## config.mk

```make
export PLATFORM = sky130hd
export DESIGN_NAME = spi_frame_master
export DESIGN_NICKNAME = d
export VERILOG_FILES = /design/src/rtl/spi_frame_pkg.sv /design/src/rtl/sfm_clkdiv.sv /design/src/rtl/sfm_rstctl.sv /design/src/rtl/sfm_engine.sv /design/src/rtl/spi_frame_master.sv
export SDC_FILE = /design/constraint.sdc
export NUM_CORES = 1
export LEC_CHECK = 0
export BUFFER_PORTS_ARGS = -buffer_cell sky130_fd_sc_hd__buf_2
export CELL_PAD_IN_SITES_DETAIL_PLACEMENT = 0
export CELL_PAD_IN_SITES_GLOBAL_PLACEMENT = 1
export CORE_ASPECT_RATIO = 0.9
export CORE_MARGIN = 4
export CORE_UTILIZATION = 40
export CTS_BUF_LIST = sky130_fd_sc_hd__clkbuf_2 sky130_fd_sc_hd__clkbuf_4 sky130_fd_sc_hd__clkbuf_8
export CTS_CLUSTER_SIZE = 16
export DETAILED_ROUTE_END_ITERATION = 7
export PLACE_DENSITY_LB_ADDON = 0.1
export SLEW_MARGIN = 25
export SYNTH_ARGS = -nofsm -noshare
export SYNTH_HDL_FRONTEND = slang
export SYNTH_HIERARCHICAL = 1
export SYNTH_SLANG_ARGS = --single-unit
```

## constraint.sdc

```tcl
create_clock -name clk -period 2.5 [get_ports clk]
set_input_delay 0.375 -clock clk [delete_from_list [all_inputs] [get_ports clk]]
set_output_delay 0.375 -clock clk [all_outputs]
set_load 0.02 [all_outputs]
```

## src/rtl/spi_frame_pkg.sv

```systemverilog
// Package: shared types and helpers for the framed serial master.
// Assumes byte-wide addresses and data and a 4-bit length code.
package spi_frame_pkg;
    localparam int BYTE_W = 8;
    localparam int LEN_W  = 4;
    localparam int IDX_W  = LEN_W + 1;

    typedef enum logic [1:0] {
        ST_IDLE,
        ST_SHIFT,
        ST_WAIT,
        ST_TRAIL
    } sfm_state_t;

    // Build the control byte: direction on top, reserved zeros, length below.
    function automatic logic [BYTE_W-1:0] make_ctrl(input logic wr, input logic [LEN_W-1:0] n);
        return {wr, {(BYTE_W-LEN_W-1){1'b0}}, n};
    endfunction
endpackage

```

## src/rtl/sfm_clkdiv.sv

```systemverilog
// Half-period tick generator. While run is high it pulses tick once every
// HALF_DIV cycles. The count restarts from zero whenever run is low.
// Assumes HALF_DIV >= 1.
module sfm_clkdiv #(
    parameter int HALF_DIV = 4
) (
    input  logic clk,
    input  logic rst_n,
    input  logic run,
    output logic tick
);
    localparam int CW = (HALF_DIV > 1) ? $clog2(HALF_DIV) : 1;
    localparam logic [CW-1:0] LAST = CW'(HALF_DIV - 1);

    logic [CW-1:0] cnt;

    assign tick = run && (cnt == LAST);

    // Count system clocks within a half period, clearing when stopped.
    always_ff @(posedge clk) begin
        if (!rst_n || !run || tick) cnt <= '0;
        else                        cnt <= cnt + 1'b1;
    end
endmodule

```

## src/rtl/sfm_rstctl.sv

```systemverilog
// Peripheral reset pulse generator. A request loads a down-counter. The
// active-low reset output is low while the counter is nonzero, and hold
// blocks new transactions for that time. A new request restarts the count.
module sfm_rstctl #(
    parameter int RST_CYCLES = 16
) (
    input  logic clk,
    input  logic rst_n,
    input  logic rst_req,
    output logic per_rst_n,
    output logic hold
);
    localparam int RW = $clog2(RST_CYCLES + 1);

    logic [RW-1:0] cnt;

    assign hold      = (cnt != '0);
    assign per_rst_n = !hold;

    // Load on request, then count down to zero.
    always_ff @(posedge clk) begin
        if (!rst_n)        cnt <= '0;
        else if (rst_req)  cnt <= RW'(RST_CYCLES);
        else if (hold)     cnt <= cnt - 1'b1;
    end
endmodule

```

## src/rtl/sfm_engine.sv

```systemverilog
// Transaction sequencer and shifter. Frames address, control byte and data
// bytes under one chip-select window. The clock idles low, data is shifted
// out MSB first and changes on falling edges, and input is sampled on rising
// edges. Assumes tick comes from a divider that runs while run is high.
module sfm_engine
    import spi_frame_pkg::*;
(
    input  logic              clk,
    input  logic              rst_n,
    input  logic              tick,
    input  logic              hold,
    input  logic              start,
    input  logic [BYTE_W-1:0] addr,
    input  logic              wr_dir,
    input  logic [LEN_W-1:0]  len,
    input  logic [BYTE_W-1:0] wdata,
    input  logic              wvalid,
    input  logic              miso,
    output logic              run,
    output logic              wready,
    output logic [BYTE_W-1:0] rdata,
    output logic              rvalid,
    output logic              done,
    output logic              err,
    output logic              busy,
    output logic              sclk,
    output logic              mosi,
    output logic              cs_n
);
    localparam int BC_W = $clog2(BYTE_W);
    localparam logic [BC_W-1:0] BIT_LAST = BC_W'(BYTE_W - 1);

    sfm_state_t        state;
    logic [BYTE_W-1:0] sr, rx, ctrl_q;
    logic [BC_W-1:0]   bit_cnt;
    logic [IDX_W-1:0]  byte_idx;
    logic [LEN_W-1:0]  len_q;
    logic              dir_q, sclk_q;
    logic              last_byte;

    assign last_byte = (byte_idx == ({1'b0, len_q} + 1'b1));
    assign run       = (state == ST_SHIFT) || (state == ST_TRAIL);
    assign wready    = (state == ST_WAIT);
    assign busy      = (state != ST_IDLE);
    assign cs_n      = (state == ST_IDLE);
    assign sclk      = sclk_q;
    assign mosi      = busy && sr[BYTE_W-1];

    // Sequence the frame: accept, shift bytes, fetch write data, close window.
    always_ff @(posedge clk) begin
        if (!rst_n) begin
            state    <= ST_IDLE;
            sr       <= '0;
            rx       <= '0;
            ctrl_q   <= '0;
            bit_cnt  <= '0;
            byte_idx <= '0;
            len_q    <= '0;
            dir_q    <= 1'b0;
            sclk_q   <= 1'b0;
            rdata    <= '0;
            rvalid   <= 1'b0;
            done     <= 1'b0;
            err      <= 1'b0;
        end else begin
            rvalid <= 1'b0;
            done   <= 1'b0;
            err    <= 1'b0;
            case (state)
                ST_IDLE: begin
                    if (start && !hold) begin
                        if (len == '0) begin
                            err <= 1'b1;
                        end else begin
                            len_q    <= len;
                            dir_q    <= wr_dir;
                            ctrl_q   <= make_ctrl(wr_dir, len);
                            sr       <= addr;
                            bit_cnt  <= '0;
                            byte_idx <= '0;
                            sclk_q   <= 1'b0;
                            state    <= ST_SHIFT;
                        end
                    end
                end
                ST_SHIFT: begin
                    if (tick && !sclk_q) begin
                        sclk_q <= 1'b1;
                        rx     <= {rx[BYTE_W-2:0], miso};
                    end else if (tick) begin
                        sclk_q <= 1'b0;
                        if (bit_cnt != BIT_LAST) begin
                            bit_cnt <= bit_cnt + 1'b1;
                            sr      <= {sr[BYTE_W-2:0], 1'b0};
                        end else begin
                            bit_cnt <= '0;
                            if (byte_idx >= IDX_W'(2) && !dir_q) begin
                                rdata  <= rx;
                                rvalid <= 1'b1;
                            end
                            if (last_byte) begin
                                state <= ST_TRAIL;
                            end else begin
                                byte_idx <= byte_idx + 1'b1;
                                if (byte_idx == '0) sr <= ctrl_q;
                                else if (dir_q)     state <= ST_WAIT;
                                else                sr <= '0;
                            end
                        end
                    end
                end
                ST_WAIT: begin
                    if (wvalid) begin
                        sr    <= wdata;
                        state <= ST_SHIFT;
                    end
                end
                ST_TRAIL: begin
                    if (tick) begin
                        state <= ST_IDLE;
                        done  <= 1'b1;
                    end
                end
                default: state <= ST_IDLE;
            endcase
        end
    end
endmodule

```

## src/rtl/spi_frame_master.sv

```systemverilog
// Top level of the framed serial master. Ties together the half-period
// divider, the peripheral reset pulse generator and the transaction engine.
// Assumes HALF_DIV >= 1 and RST_CYCLES >= 1.
module spi_frame_master #(
    parameter int HALF_DIV   = 4,
    parameter int RST_CYCLES = 16
) (
    input  logic       clk,
    input  logic       rst_n,
    input  logic       start,
    input  logic [7:0] addr,
    input  logic       wr_dir,
    input  logic [3:0] len,
    input  logic [7:0] wdata,
    input  logic       wvalid,
    output logic       wready,
    output logic [7:0] rdata,
    output logic       rvalid,
    output logic       done,
    output logic       err,
    output logic       busy,
    input  logic       rst_req,
    output logic       per_rst_n,
    output logic       sclk,
    output logic       mosi,
    input  logic       miso,
    output logic       cs_n
);
    logic tick, run, hold;

    sfm_clkdiv #(.HALF_DIV(HALF_DIV)) u_div (
        .clk(clk), .rst_n(rst_n), .run(run), .tick(tick)
    );

    sfm_rstctl #(.RST_CYCLES(RST_CYCLES)) u_rst (
        .clk(clk), .rst_n(rst_n), .rst_req(rst_req),
        .per_rst_n(per_rst_n), .hold(hold)
    );

    sfm_engine u_eng (
        .clk(clk), .rst_n(rst_n), .tick(tick), .hold(hold),
        .start(start), .addr(addr), .wr_dir(wr_dir), .len(len),
        .wdata(wdata), .wvalid(wvalid), .miso(miso),
        .run(run), .wready(wready), .rdata(rdata), .rvalid(rvalid),
        .done(done), .err(err), .busy(busy),
        .sclk(sclk), .mosi(mosi), .cs_n(cs_n)
    );
endmodule

```

### Word level (Yosys, flattened, before mapping)

Index checks and enable logic that the tools add are counted.

* register bits after elaboration: 55
* input bits: 27
* word-level logic and storage cells: 124

* add/sub/neg operators: 5
* $lt $le $gt $ge: 1
* equality and inequality tests: 19
* mux-type cells: 44
* bitwise gates (word level): 6
* reduce and logical (&&, ||, !) cells: 33

Operators with widths (count)
* two-way mux 8 bit: 9
* two-way mux 5 bit: 8
* one-hot mux 8 bit (3 select lines): 1
* two-way mux 2 bit: 10
* two-way mux 3 bit: 5
* inequality test 2 bit (second input constant): 7
* one-hot mux 5 bit (2 select lines): 1
* AND reduction 5 bit: 2
* inequality test 3 bit (second input constant): 3
* AND reduction 9 bit: 1
* one-hot mux 2 bit (4 select lines): 1
* AND reduction 8 bit: 1
* two-way mux 1 bit: 7
* AND reduction 7 bit: 1
* equality test 2 bit (second input constant): 3
* inverter 1 bit: 6
* one-hot mux 3 bit (2 select lines): 1
* AND reduction 3 bit: 2
* nonzero test 2 bit: 3
* adder 4 x 1 -> 5 bit (second input constant): 1
* adder 5 x 1 -> 5 bit (second input constant): 1
* equality test 5 bit: 1
* greater-or-equal comparator 5 x 2 -> 1 bit (second input constant): 1
* logical AND 1 bit: 5
* other kinds (20): 27

### Depth between registers and ports, before layout

Gate-level depths: netlist of the first run.

* depth after elaboration: 7
* gate-level depth with buffers: 11
* depth with buffers taken out: 9

### Hierarchy

The synthesis of the first run kept the hierarchy.

Modules (own cells, without submodules)
* sfm_engine: instances 1, cells each 260, area an instance 2356.0 um^2
* sfm_rstctl: instances 1, cells each 25, area an instance 239.0 um^2
* sfm_clkdiv: instances 1, cells each 6, area an instance 83.8 um^2

### Worst setup path before layout of the first run

Ideal clock, no wire load.

* path kind: reg2reg
* from: register u_eng.state[1]
* to: register u_eng.rdata[1]
* arrival time: 2.480 ns
* required time: 2.372 ns
* path slack: -0.108 ns
* cell stages (with the launch flop): 11
* path buffers: 2
* path through: dfxtp_1 inv_1 ha_1 buf_2 clkbuf_1 or2_2 and2_2 nand2_1 a2111oi_4 mux2i_1 nor2_1

* longest elaborated chain between the ends: 6
* elaborated cells between the ends (all ways): 7
* classes of those cells: eq/ne (2); bitwise (1); reduce/logical (4)

RTL lines
* start: declaration: line sfm_engine.sv:33 `sfm_state_t state;`
* start signal: assignment: line sfm_engine.sv:52 `state <= ST_IDLE;`
* start signal: assignment: line sfm_engine.sv:82 `state <= ST_SHIFT;`
* start signal: assignment: line sfm_engine.sv:102 `state <= ST_TRAIL;`
* equality test 2 x 1 -> 1 bit or equality test 2 bit (tied branches): line sfm_engine.sv:42 `assign run = (state == ST_SHIFT) || (state == ST_TRAIL);`
* logical OR 1 bit (*): line sfm_engine.sv:42
* named net run: line spi_frame_master.sv:29 `logic tick, run, hold;`
* logical AND 1 bit (*): line sfm_clkdiv.sv:17 `assign tick = run && (cnt == LAST);`
* named net tick: line spi_frame_master.sv:29
* logical AND 1 bit: line sfm_engine.sv:87 `if (tick && !sclk_q) begin`
* inverter 1 bit (no line)
* AND reduction 5 bit (no line) (*)
* end signal: assignment: line sfm_engine.sv:98 `rdata <= rx;`
* end: declaration: line sfm_engine.sv:21 `output logic [BYTE_W-1:0] rdata,`

Mark *: on every way through the listed nets, which the timed path passes. The rest lies on a longest branch.
A chain may end at the register's enable or synchronous reset.

### Final worst setup path of the first run

* from: register u_rst.cnt[0]
* to: register u_eng.sr[6]

* longest elaborated chain between the ends: 5

RTL lines
* start: declaration: line sfm_rstctl.sv:15 `logic [RW-1:0] cnt;`
* start signal: assignment: line sfm_rstctl.sv:23 `else if (rst_req) cnt <= RW'(RST_CYCLES);`
* start signal: assignment: line sfm_rstctl.sv:24 `else if (hold) cnt <= cnt - 1'b1;`
* nonzero test 5 bit: line sfm_rstctl.sv:17 `assign hold = (cnt != '0);`
* named net hold: line spi_frame_master.sv:29
* logical NOT 1 bit: line sfm_engine.sv:71 `if (start && !hold) begin`
* logical AND 1 bit: line sfm_engine.sv:71
* inequality test 2 x 1 -> 1 bit (no line)
* AND reduction 8 bit (no line)
* end signal: assignment: line sfm_engine.sv:78 `sr <= addr;`
* end signal: assignment: line sfm_engine.sv:94 `sr <= {sr[BYTE_W-2:0], 1'b0};`
* end signal: assignment: line sfm_engine.sv:105 `if (byte_idx == '0) sr <= ctrl_q;`
* end: declaration: line sfm_engine.sv:34 `logic [BYTE_W-1:0] sr, rx, ctrl_q;`

The timed path passes the listed nets, and every way through them passes these cells.

==> impl_metrics.csv, run 1 <==
group,metric,value,unit
outcome,status,"finished clean",
placed_design,hpwlAfterDp,4.530,mm
sta,period_minus_slack,2.345,ns
run,maxCapViolCount,0,
logic_synthesis,synthTopCellsByArea,"dfxtp_1 (37%), mux2i_1 (9.0%), ha_1 (5.6%), nor2_1 (5.3%), nand2_1 (3.4%)",
finish,multiInputGateArea,0.001569,mm2
logic_synthesis,synth-async-reset-ratio,0,%
critical_path,slowest_stage,"or4b_4",
finish,area_growth,17.28,%
finish,insertedDiodeCount,0,
sta,finalCritPeriodShare,93.79,%
cts,path_clk_slew,0.10,ns
sta,worstMarginPinSlew,0.8612,ns
sta,max_freq,0.4265,GHz
floorplanning,ios,44,
cts,clock-sinks,50,
logic_synthesis,netlist_area,0.002679,mm2
critical_path,cp-end-kind,"flip-flop",
sta,skew,0.007622,ns
logic_synthesis,ys.warnings.count,6,
cts,cts_htree_levels,2,
route,wl_per_cell,14.55,um
route,drtIter0Drc,64,
grt,grt_pass1_wl,10.11,mm
grt,antenna_found_initial,0,
sta,fin_tns_setup,0,ns
logic_synthesis,avgSynthCellArea,9.206,um2
grt,grt_max_degree,28,
logic_synthesis,synthTopCellsByCount,"dfxtp_1 (50), nor2_1 (38), mux2i_1 (24), nand2_1 (24)",
cts,worst_skew_pair.late_latency,0.31,ns
route,drt-total-wl,6.242,mm
sta,finalSetupViolCount,0,
logic_synthesis,yosysUniqueCellTypes,56,
route,vias,2177,
hold_path,hp-class,"in2reg",
sta,slew_headroom,42.59,%
logic_synthesis,synth_most_common_cell,"dfxtp_1",
critical_path,worstPathRequired,2.74,ns
route,ant_nets,0,
sta,hold_viol,0,
placed_design,port_buffers,43,
floorplanning,rows,28,
logic_synthesis,synth_top_area_share,37.37,%
finish,nets,377,
finish,seq_area,0.001001,mm2
critical_path,slowest_delay,0.54,ns
logic_synthesis,synth_cells,291,
logic_synthesis,ys_ff_latch,50,
grt,grt-ovfl-total,0,
finish,fillers,653,
grt,grt_pass1_vias,2064,
floorplanning,die_h,85.64,um
logic_synthesis,synth_largest_area_cell,"dfxtp_1",
critical_path,cp_top_family,"simple AND/OR/NAND/NOR gates",
critical_path,startpoint_type,"flip-flop",
logic_synthesis,synth_edf_count,0,
logic_synthesis,synthesis.nets,330,
placed_design,place_congestion,0.7873,
cts,numCtsBuffers,5,
floorplanning,core_area,0.006551,mm2
critical_path,worstPathCellList,"inv_1 > ha_1 > or4b_4 > inv_1 > a31oi_4 > nor4b_4 > o21a_4 > mux2i_1",
sta,rsz0062_at_grt,"no",
finish,drive_above_1_share,26.25,%
critical_path,crit_fanout,7,
floorplanning,die_w,94.26,um
critical_path,critPathBufInv,2,
route,first_pass_iters,4,
cts,cts_setup_buffers,0,
pwr,p_leak,1.314,nW
floorplanning,initial_core_util,40.89,%
critical_path,path_class,"reg2reg",
pwr,powerDensity,719.2,mW/mm2
finish,final_util,47.96,%
logic_synthesis,synth_flop_cell,"dfxtp_1",
cts,cts_tree,"built",
pwr,ir_drop,0.0003083,V
route,drc_errors,0,
logic_synthesis,yosysSeqAreaShare,37.37,%
route,vias_per_cell,5.075,
cts,cts_root_buffer,"clkbuf_8",
sta,drv_slew,0,
cts,cts_buffer_depth,2,
floorplanning,fp.dieArea,0.008072,mm2
grt,grt_use_total,15.59,%
critical_path,crit_arrival,2.59,ns
critical_path,critPathMostFrequentCell,"inv_1",
-- report_power, final --
part	leakage (nW)	switching, mW	internal [mW]
Clock	0.0544	0.284	0.254
Sequential	0.406	0.0635	0.878
Combinational	0.854	0.450	0.330
Total	1.31	0.797	1.46
-- per-stage QoR --
stage,hold slack [ns],instances,total power [mW],cell area [um2],setup WS (ns)
3_3_place_gp,0.4451,421,1.736,3032,0.1221
4_1_cts,0.2870,429,2.280,3137,0.1217
6_report,0.2960,429,2.260,3142,0.1552
3_5_place_dp,0.4514,421,1.737,3032,0.1387
2_1_floorplan,0.4314,291,1.539,2695,0.04256
5_1_grt,0.2977,429,2.389,3142,0.009964
-- flip-flops by register name (all words and copies together), names as in the netlist, 2 cells and up --
register / cells
u_div/cnt: 2
u_eng/bit_cnt: 3
u_eng/byte_idx: 5
u_eng/ctrl_q: 2
u_eng/len_q: 3
u_eng/rdata: 8
u_eng/rx: 8
u_eng/sr: 8
u_eng/state: 2
u_rst/cnt: 5
-- kinds of logic after synthesis --
| group | Yosys count | synth area share, % |
|---|---|---|
| XOR/XNOR | 8 | 2.616 |
| flip-flops | 50 | 37.37 |
| multiplexers | 25 | 9.388 |
| AND/OR/NAND/NOR | 115 | 23.49 |
| AO/OA/AOI/OAI | 53 | 16.81 |
| buffers and inverters | 28 | 4.717 |
| adder cells (fa/ha/maj) | 12 | 5.605 |
-- area by class of cell --
type	count	area share [%]
Multi-Input combinational cell	213	49.94
Sequential cell	50	31.86
Clock inverter	1	0.2788
Tap cell	90	3.584
Inverter	13	1.553
Timing Repair Buffer	55	9.717
Clock buffer	7	3.067
-- worst paths after layout --
check / start / end / slack (ns) / depth (start not counted)
hold reg to reg: u_eng/sr[0] / u_eng/sr[0] / 0.46 / 2
setup reg to reg: u_rst/cnt[0] / u_eng/sr[6] / 0.16 / 8
setup / recovery: u_rst/cnt[0] / u_eng/sr[6] / 0.16 / 8
hold / removal: rst_req / u_rst/cnt[4] / 0.30 / 2
-- cell usage in the layout, fill, tap and decap left out, types with 2 or more instances in the layout --
master	n
a2111oi_4	2
a21oi_1	5
a21oi_2	2
a22oi_1	8
a31o_2	3
a41oi_1	5
and2_1	4
and3_1	4
buf_2	43
buf_4	12
clkbuf_8	7
dfxtp_1	50
ha_1	12
inv_1	12
mux2i_1	24
nand2_1	24
nand2b_1	5
nand3_1	9
nand3b_1	2
nand4_1	8
nor2_1	38
nor2b_1	4
nor3_1	4
nor4b_4	2
o2111ai_1	4
o211ai_1	5
o21ai_0	7
xnor2_1	6
xor2_1	2
-- metal layers --
layer  vias to the layer above  GRT usage [%]  wire length [um]
met3                         5          2.982               261
li1                       1136              -                 -
met5                         -              0                 0
met4                         0          4.331                61
met1                       995          22.33              3341
met2                        41          23.90              2578
-- timing repair --
item,in CTS,in global routing
hold buffers,0,0
setup endpoints to repair,0,6
hold endpoints to repair,0,0
gates resized for setup,0,2
Note: power is estimated with default switching activity, not from simulation.
==> run 2: changes to the inputs <==
--- a/config.mk
+++ b/config.mk
@@ -8,7 +8,6 @@
 export BUFFER_PORTS_ARGS = -buffer_cell sky130_fd_sc_hd__buf_2
 export CELL_PAD_IN_SITES_DETAIL_PLACEMENT = 0
 export CELL_PAD_IN_SITES_GLOBAL_PLACEMENT = 1
-export CORE_ASPECT_RATIO = 0.9
 export CORE_MARGIN = 4
 export CORE_UTILIZATION = 40
 export CTS_BUF_LIST = sky130_fd_sc_hd__clkbuf_2 sky130_fd_sc_hd__clkbuf_4 sky130_fd_sc_hd__clkbuf_8
==> impl_metrics.csv, run 2 (same netlist as run 1, synthesis figures left out) <==
group,metric,value,unit
cts,cts_root_buffer,"clkbuf_8",
critical_path,worstPathRequired,2.70,ns
route,routedLengthMet1,3.169,mm
critical_path,crit_arrival,2.54,ns
floorplanning,die_h,89.84,um
critical_path,cp-end-kind,"flip-flop",
cts,ctsResizeCount,0,
floorplanning,die_w,89.84,um
hold_path,hp-class,"in2reg",
route,wl_per_cell,14.87,um
finish,area_growth,17.23,%
route,vias_per_cell,5.237,
critical_path,slowest_delay,0.54,ns
finish,stdcell_area,0.003141,mm2
cts,cts_tree,"built",
critical_path,slowest_stage,"or4b_4",
floorplanning,fp.dieArea,0.008070,mm2
placed_design,hpwlAfterDp,4.449,mm
cts,numCtsBuffers,5,
cts,clock-sinks,50,
finish,nets,378,
sta,drv_slew,0,
route,vias,2184,
route,route.met3.wl,318,um
route,drc_errors,0,
sta,finalCritPeriodShare,93.26,%
sta,period_minus_slack,2.331,ns
sta,rsz0062_at_grt,"no",
floorplanning,initial_core_util,41.71,%
placed_design,port_buffers,43,
critical_path,worstPathCellList,"inv_1 > ha_1 > or4b_4 > and3b_1 > a22oi_2 > a21oi_2 > nand3_1 > mux2_2",
critical_path,path_class,"reg2reg",
grt,grt_use_total,16.22,%
floorplanning,rows,29,
outcome,status,"finished clean",
placed_design,place_congestion,0.8214,
sta,max_freq,0.4289,GHz
grt,grt_max_degree,27,
floorplanning,core_area,0.006422,mm2
cts,worst_skew_pair.late_latency,0.31,ns
pwr,p_leak,1.324,nW
route,first_pass_iters,4,
route,wl_met2,2.622,mm
grt,antenna_found_initial,0,
sta,hold_viol,0,
sta,skew,0.006655,ns
sta,finalSetupViolCount,0,
sta,fin_tns_setup,0,ns
pwr,ir_drop,0.0003473,V
finish,final_common_cell,"dfxtp_1",
floorplanning,ios,44,
route,top_layer,"met4",
critical_path,crit_fanout,7,
pwr,powerDensity,733.7,mW/mm2
finish,drive_above_1_share,25.88,%
run,maxCapViolCount,0,
sta,slew_headroom,54.05,%
route,ant_nets,0,
grt,grt-ovfl-total,0,
sta,hold-worst-slack,0.2876,ns
route,drtIter0Drc,106,
finish,largestRegisters,"u_eng/rdata (8), u_eng/rx (8), u_eng/sr (8)",
grt,grt_pass1_vias,2200,
finish,final_cell_mix,"dfxtp_1 (50), buf_2 (43), nor2_1 (38)",
critical_path,startpoint_type,"flip-flop",
cts,path_clk_slew,0.10,ns
finish,insertedDiodeCount,0,
cts,cts_buffer_depth,2,
grt,grt_pass1_wl,10.85,mm
placed_design,dpl_cell_area,0.003008,mm2
sta,worstMarginPinSlew,0.6862,ns
route,drt-total-wl,6.202,mm
cts,cts_htree_levels,2,
-- run 2: changes by cell type in the layout (fill, tap and decap cells not counted), sizes merged --
cell,change
buf,+1
clkbuf,-2
inv,+1
clkinv,-1
clkinvlp,+1
bufinv,+1
-- run 2: final timing paths --
path                            cells past startpoint          from                end  slack [ns]
worst max-delay path                                8  u_rst/cnt[0]  u_eng/byte_idx[2]        0.17
worst min-delay path                                2       rst_req       u_rst/cnt[4]        0.29
worst max register to register                      8  u_rst/cnt[0]  u_eng/byte_idx[2]        0.17
worst min register to register                      2   u_eng/sr[3]        u_eng/sr[3]        0.47
-- run 2: layer usage --
layer / global-route usage [%] / vias to the layer above
met1: 23.00 / 993
met5: 0 / -
met3: 4.007 / 8
li1: - / 1135
met2: 24.25 / 48
met4: 4.981 / 0
-- run 2: layout make-up --
cell class / instances / area (um2)
fill: 622 / 3282
multi-input combinational: 213 / 1564
sequential: 50 / 1001
timing repair buffer: 56 / 312.8
tap: 77 / 96.34
clock buffer: 5 / 68.82
clock inverter: 3 / 48.80
inverter: 13 / 48.80
-- run 2: worst max-delay path, delay by kind of cell (launching register included) --
family | cells | cell delay (ns)
mux | 1 | 0.30
fa+ha+maj | 1 | 0.19
buf+inv | 1 | 0.06
compound gates | 2 | 0.35
flops | 1 | 0.34
simple gates | 3 | 0.98
-- run 2: what timing repair did --
item	4_1_cts	5_1_grt
endpoints found under the setup margin	0	2
hold buffers	0	0
buffers inserted	0	2
-- run 2: through the flow --
stage	util [%]	worst slack (ns)	power, mW	std cells
floorplan	-	0.04256	1.539	291
CTS	48.67	0.1151	2.338	415
global placement	46.83	0.1864	1.739	407
global route	48.90	0.006887	2.461	417
finish	48.90	0.1685	2.304	417
detailed placement	46.83	0.1476	1.735	407
-- run 2: where the power goes --
part | switching, mW | internal (mW) | total (mW)
clock network | 0.288 | 0.305 | 0.593
registers | 0.0646 | 0.878 | 0.943
logic | 0.443 | 0.325 | 0.768
